## src/rtl/rtu_pkg.sv

```systemverilog
package rtu_pkg;

   localparam int RTU_BYTE_W = 8;
   localparam int RTU_CRC_W  = 2 * RTU_BYTE_W;

   typedef logic [RTU_BYTE_W-1:0] rtu_byte_t;
   typedef logic [RTU_CRC_W-1:0]  rtu_crc_t;

   typedef enum logic [1:0] {
      RTU_ST_OK      = 2'd0,
      RTU_ST_CRC_BAD = 2'd1,
      RTU_ST_LEN_BAD = 2'd2
   } rtu_status_e;

endpackage

```

## src/rtl/rtu_crc_byte.sv

```systemverilog
module rtu_crc_byte
   import rtu_pkg::*;
#(
   parameter rtu_crc_t POLY = 16'hA001
) (
   input  rtu_crc_t  crc_in,
   input  rtu_byte_t data_in,
   output rtu_crc_t  crc_out
);

   always_comb begin
      rtu_crc_t acc;
      acc = crc_in ^ {{(RTU_CRC_W-RTU_BYTE_W){1'b0}}, data_in};
      for (int i = 0; i < RTU_BYTE_W; i++) begin
         if (acc[0]) acc = (acc >> 1) ^ POLY;
         else        acc = acc >> 1;
      end
      crc_out = acc;
   end

endmodule

```

## config.mk

```make
export PLATFORM = sky130hd
export DESIGN_NAME = rtu_crc_byte
export DESIGN_NICKNAME = d
export VERILOG_FILES = /design/src/rtl/rtu_pkg.sv /design/src/rtl/rtu_crc_byte.sv
export SDC_FILE = /design/constraint.sdc
export NUM_CORES = 1
export LEC_CHECK = 0
export ABC_AREA = 1
export CAP_MARGIN = 20
export CELL_PAD_IN_SITES_DETAIL_PLACEMENT = 0
export CELL_PAD_IN_SITES_GLOBAL_PLACEMENT = 1
export CORE_AREA = 2 2 52 54
export DETAILED_ROUTE_END_ITERATION = 10
export DIE_AREA = 0 0 54 56
export GPL_TIMING_DRIVEN = 1
export PLACE_DENSITY = 0.77
export SYNTH_ARGS = -nofsm -noshare
export SYNTH_HDL_FRONTEND = slang
export SYNTH_SLANG_ARGS = --single-unit
```

## constraint.sdc

```tcl
create_clock -name vclk -period 1.1
set_input_delay 0.11 -clock vclk [all_inputs]
set_output_delay 0.11 -clock vclk [all_outputs]
set_load 0.01 [all_outputs]
```

==> metrics.log, run 1 <==
INFO  metric hold_buffers = 0
INFO  metric worstMarginPinSlew = between 0.15 and 0.2 ns
INFO  metric floorplan.rows = 18
INFO  metric number_of_clock_buffer_instances_in_the_layout = 0
INFO  metric first_iter_violations = 2
INFO  metric grt_max_degree = 5
INFO  metric violations_in_the_final_reports = setup timing
INFO  metric regArea = 0 sq um
INFO  metric syn-instance-count = 65
INFO  metric detailroute.via_count = 542
INFO  metric report.final.hold_viol_count = 0
INFO  metric critPathSlowestCell = clkdlybuf4s15_2
INFO  metric timing.setup.critical_path_class = input port to output port
INFO  metric hpwl = roughly 990 um
INFO  metric finish.instance_area = 0.00111 sq mm
INFO  metric layout.cells.most_common_list = 14 x buf_6, 13 x nand2_2, 13 x buf_4
INFO  metric area_delta_synth_final = 148%
INFO  metric worstPathMaxFanout = 3
INFO  metric grt_pass1_wl = 2.14 mm
INFO  metric die_area = ~0.0030 sq mm
INFO  metric synth.cell_area = around 450 sq um
INFO  metric worstPathArrival = approximately 1.2 ns
INFO  metric initial_core_util = a little under a fifth
INFO  metric power.ir.vdd_worst = around 410 uV
INFO  metric period_minus_slack = between 1 and 1.5 ns
INFO  metric antenna_violating_nets_post_route = 0
INFO  metric unrepaired_setup_endpoints_after_global_routing = true
INFO  metric routed_wire_length = about 1.4 mm
INFO  metric place.gp.congestion = just under 0.7
INFO  metric detail_route.wl_per_cell = about 10 um
INFO  metric num_io_pins = 40
INFO  metric end_kind = output port
INFO  metric postSynthNetCount = between 80 and 90
INFO  metric placement.io_buffers = 30
INFO  metric coreArea = between 0.002 and 0.0025 sq mm
INFO  metric synth.avg_cell_area = just under 7 sq um
INFO  metric pre_cts_ws = -1.15 ns
INFO  metric min_period_over_period = 123%
INFO  metric drc = 0
INFO  metric outcome = finished, violations left
INFO  metric grt.total_usage = ~8.7%
INFO  metric worst_path_largest_cell_delay = 0.24 ns
INFO  metric drive_gt1_share = 84.3%
INFO  metric worstPathCellList = clkdlybuf4s15_2, xnor2_4, buf_4, nand3_4, nand2_1, xor2_1, clkdlybuf4s15_2
INFO  metric max_slew_vio_count = 0
INFO  metric critPathMostFrequentCell = clkdlybuf4s15_2
INFO  metric setup_ws_final = -0.255 ns
INFO  metric grt_overflow_total = 0
INFO  metric nets = about 130
INFO  metric die_width = roughly 54 um
INFO  metric number_of_failing_setup_endpoints_in_the_final_timing_report = 8
INFO  metric fmax = ~740 MHz
INFO  metric setup_total_negative_slack = -1.27 ns
INFO  metric fin_total_pwr = 960 uW
INFO  metric design.seq.count = 0
INFO  metric critPathRequiredTime = around 0.99 ns
INFO  metric power.density = just under 900 mW/mm^2
INFO  metric die_height = approximately 56 um
INFO  metric worstSetupStartpointType = input port
INFO  metric layout_commonest_cell = buf_6
INFO  metric postLayoutCoreUtil = a little under half
INFO  metric hold_class = input port to output port
INFO  metric p_leak = between 0.5 and 0.6 nW
INFO  metric initial_antenna_violation_count = 0
INFO  metric detailed_place.area = about 880 sq um
INFO  metric synth.yosys.seq_area_share = 0%
INFO  metric synth_cell_types = 11
INFO  metric timing.slew.headroom = just under 90%
INFO  metric grt_pass1_vias = 527
INFO  metric route.detailed.vias_per_inst = 3.93
INFO  metric cap_viol_max_count = 0
INFO  metric drt_pre_antenna_iters = 4
INFO  metric antenna_cells_inserted = 0
INFO  metric synth_warnings = 0
==> power by group <==
part	total, mW	switching, mW	internal [mW]
Combinational	0.960	0.458	0.503
Sequential	0	0	0
Clock	0	0	0
==> worst paths after layout <==
kind,startpoint,endpoint,slack [ns],cells past startpoint
setup / recovery,crc_in[3],crc_out[9],-0.25,7
hold / removal,crc_in[9],crc_out[1],0.22,0
==> cells in the mapped netlist <==
library cell / instances / share of area [%]
xor2_1: 9 / 18
nand3_1: 6 / 6.7
nand2_4: 5 / 13
nand2_1: 12 / 10
nand2_2: 7 / 9.8
buf_4: 5 / 8.4
inv_1: 8 / 6.7
xnor2_2: 2 / 7.3
inv_2: 2 / 1.7
nand3_2: 4 / 9.0
xnor2_1: 5 / 9.8
==> kinds of logic (layout without fill, tap and decap cells) <==
| family | after synthesis | in the layout | synth area share [%] |
|---|---|---|---|
| simple gates | 34 | 34 | 48.3 |
| xor+xnor | 16 | 16 | 34.8 |
| buf+inv | 15 | 58 | 16.9 |
==> area by class of cell <==
cell class / count / area [sq um]
inverter: 10 / 50.0
fill: 239 / 1330
tap: 30 / 37.5
timing repair buffer: 48 / 418
multi-input combinational: 50 / 601
==> critical path, delay by kind of cell <==
kind / cells / cell delay (ns)
simple gates: 2 / 0.20
buf+inv: 3 / 0.61
xor+xnor: 2 / 0.32
==> metrics by stage <==
stage	std cells	hold slack [ns]
global placement	130	0.220
detailed placement	130	0.220
finish	138	0.220
global route	138	0.220
floorplan	65	0.300
CTS	134	0.220
==> what timing repair did <==
| item | CTS | global route |
|---|---|---|
| gates resized for setup | 130 | 34 |
| pin swaps | 27 | 19 |
| endpoints found under the setup margin | 11 | 9 |
| buffers inserted | 4 | 6 |
==> layer usage <==
metal	wire [um]	part of all wire, %	vias to the layer above	GRT usage (%)
li1	-	-	280	-
met1	456	33	244	10.2
met2	824	59	16	17.4
met3	85	6.1	2	0
met4	33	2.4	0	0.714
met5	0	0	-	0
Power figures use the tool's default switching activity.
==> run 2, diff against run 1 <==
Settings changed: CORE_AREA 2 2 52 54 to 2 2 55 51, DIE_AREA 0 0 54 56 to 0 0 57 53.
==> run 2 against run 1 <==
The run still ends with setup timing left. Cell area increased by 1.2%. Total power fell by 1.7%. Critical endpoint is now crc_out[0]. Sequential share of layout area did not move. Largest cell class unchanged. First-iteration DRC count decreased by 100%. Via count fell by 0.55%. Die area about the same. Critical path depth grew 4. Non-clock buffer count fell by 2. Routed wire length is 1.6% higher. Final cell count decreased by 2.9%.
==> metrics.log, run 2 (synthesized netlist as in run 1, its figures left out) <==
INFO  metric outcome = finished, violations left
INFO  metric violations_in_the_final_reports = setup timing
INFO  metric initial_antenna_violation_count = 0
INFO  metric number_of_failing_setup_endpoints_in_the_final_timing_report = 7
INFO  metric initial_core_util = 18.4%
INFO  metric regArea = 0 sq um
INFO  metric die_width = 57 um
INFO  metric max_slew_vio_count = 0
INFO  metric grt_max_degree = 4
INFO  metric worstSetupStartpointType = input port
INFO  metric grt.total_usage = under 10%
INFO  metric detailed_place.area = 875 sq um
INFO  metric floorplan.rows = 17
INFO  metric p_leak = 0.565 nW
INFO  metric cap_viol_max_count = 0
INFO  metric timing.setup.critical_path_class = input port to output port
INFO  metric fmax = ~720 MHz
INFO  metric grt_overflow_total = 0
INFO  metric unrepaired_setup_endpoints_after_global_routing = true
INFO  metric antenna_cells_inserted = 0
INFO  metric hpwl = approximately 1.0 mm
INFO  metric power.density = 843 mW/mm^2
INFO  metric postLayoutCoreUtil = a little under half
INFO  metric setup_ws_final = -0.294 ns
INFO  metric place.gp.congestion = between 0.5 and 0.6
INFO  metric hold_buffers = 0
INFO  metric grt_busiest_layer = met2
INFO  metric die_height = 53 um
INFO  metric report.final.hold_viol_count = 0
INFO  metric timing.critical_path.from = data_in[4]
INFO  metric design.seq.count = 0
INFO  metric multi_input_gate_area = roughly 600 sq um
INFO  metric fin_total_pwr = 944 uW
INFO  metric coreArea = approximately 0.0024 sq mm
INFO  metric routed_wire_length = approximately 1.4 mm
INFO  metric drive_gt1_share = between 80% and 90%
INFO  metric nets = between 100 and 150
INFO  metric drc = 0
INFO  metric detailroute.via_count = approximately 540
INFO  metric num_io_pins = 40
INFO  metric area_delta_synth_final = 151%
INFO  metric period_minus_slack = approximately 1.4 ns
INFO  metric grt_pass1_vias = between 400 and 500
INFO  metric globalRouteMet2Util = 16.5%
INFO  metric use_met3 = less than 1%
INFO  metric min-delay-start = crc_in[11]
INFO  metric drt_pre_antenna_iters = 1
INFO  metric critPathRequiredTime = a little under 1 ns
INFO  metric worst_path_largest_cell_delay = 0.25 ns
INFO  metric grt_pass1_wl = between 1.5 and 2 mm
INFO  metric first_iter_violations = 0
INFO  metric route.detailed.vias_per_inst = 4.02
INFO  metric placement.io_buffers = 30
INFO  metric detail_route.wl_per_cell = between 10 and 15 um
INFO  metric worstPathMaxFanout = 3
INFO  metric worstPathCellList = buf_8, xor2_4, xnor2_2, inv_1, nand3_4, nand2_4, nand2_2, nand2_2, nand2_2, nand2_2, buf_6
INFO  metric layout.cells.most_common_list = 14 x buf_6, 12 x nand2_4, 11 x nand2_2, 11 x buf_2, 10 x buf_4
INFO  metric timing.slew.headroom = between 80% and 90%
INFO  metric critPathMostFrequentCell = nand2_2
INFO  metric end_kind = output port
INFO  metric fillers = about 240
INFO  metric min_period_over_period = 127%
INFO  metric worstPathArrival = roughly 1.3 ns
INFO  metric use_met1 = roughly 9.0%
INFO  metric finalHoldWorstSlack = between 0.2 and 0.25 ns
INFO  metric min_to = crc_out[3]
INFO  metric layout_commonest_cell = buf_6
INFO  metric antenna_violating_nets_post_route = 0
INFO  metric hold_depth = 0
INFO  metric critPathSlowestCell = xnor2_2
INFO  metric number_of_clock_buffer_instances_in_the_layout = 0
INFO  metric die_area = around 0.0030 sq mm
INFO  metric hold_class = input port to output port
INFO  metric power.ir.vdd_worst = 401 uV
INFO  metric worstMarginPinSlew = approximately 0.28 ns
INFO  metric finish.instance_area = roughly 0.0011 sq mm
==> run 2: power breakdown <==
group / switching [mW] / internal [mW]
clock: 0 / 0
combinational: 0.451 / 0.493
sequential: 0 / 0
==> run 2: critical path, delay by kind of cell <==
family	cells	cell delay, ns
XOR/XNOR	2	0.43
buffers and inverters	3	0.33
AND/OR/NAND/NOR	6	0.40
==> run 2: metal layers <==
metal	vias up	wire (um)
met5	-	0
met4	0	2
met3	2	80
met2	11	852
met1	251	486
li1	275	-
==> run 2: final cells by class <==
cell class,count,area share [%]
Multi-Input combinational cell,50,54.0
Timing Repair Buffer,46,37.8
Inverter,10,5.14
Tap cell,28,3.13
==> run 2: worst max path at each step <==
stage                             to  cells past startpoint  slack (ns)
final                     crc_out[0]                     11       -0.29
after global routing      crc_out[0]                     11       -0.36
after CTS                 crc_out[0]                     15       -0.26
after detailed placement  crc_out[0]                     14       -1.14
after global placement    crc_out[0]                     14       -1.10
after floorplan           crc_out[0]                      8      -0.004
==> run 2: what timing repair did <==
item / in CTS / in global routing
gates resized for setup: 128 / 51
endpoints found under the setup margin: 11 / 10
endpoints found under the hold margin: 0 / 0
pin swaps: 31 / 23
setup buffers: 5 / 3
==> run 2: per-stage QoR <==
stage	cells	TNS, ns	setup slack, ns
detailed placement	128	-9.84	-1.14
global placement	128	-9.51	-1.10
floorplan	65	-0.00368	-0.00368
global route	134	-1.73	-0.358
CTS	133	-1.26	-0.257
finish	134	-1.31	-0.294
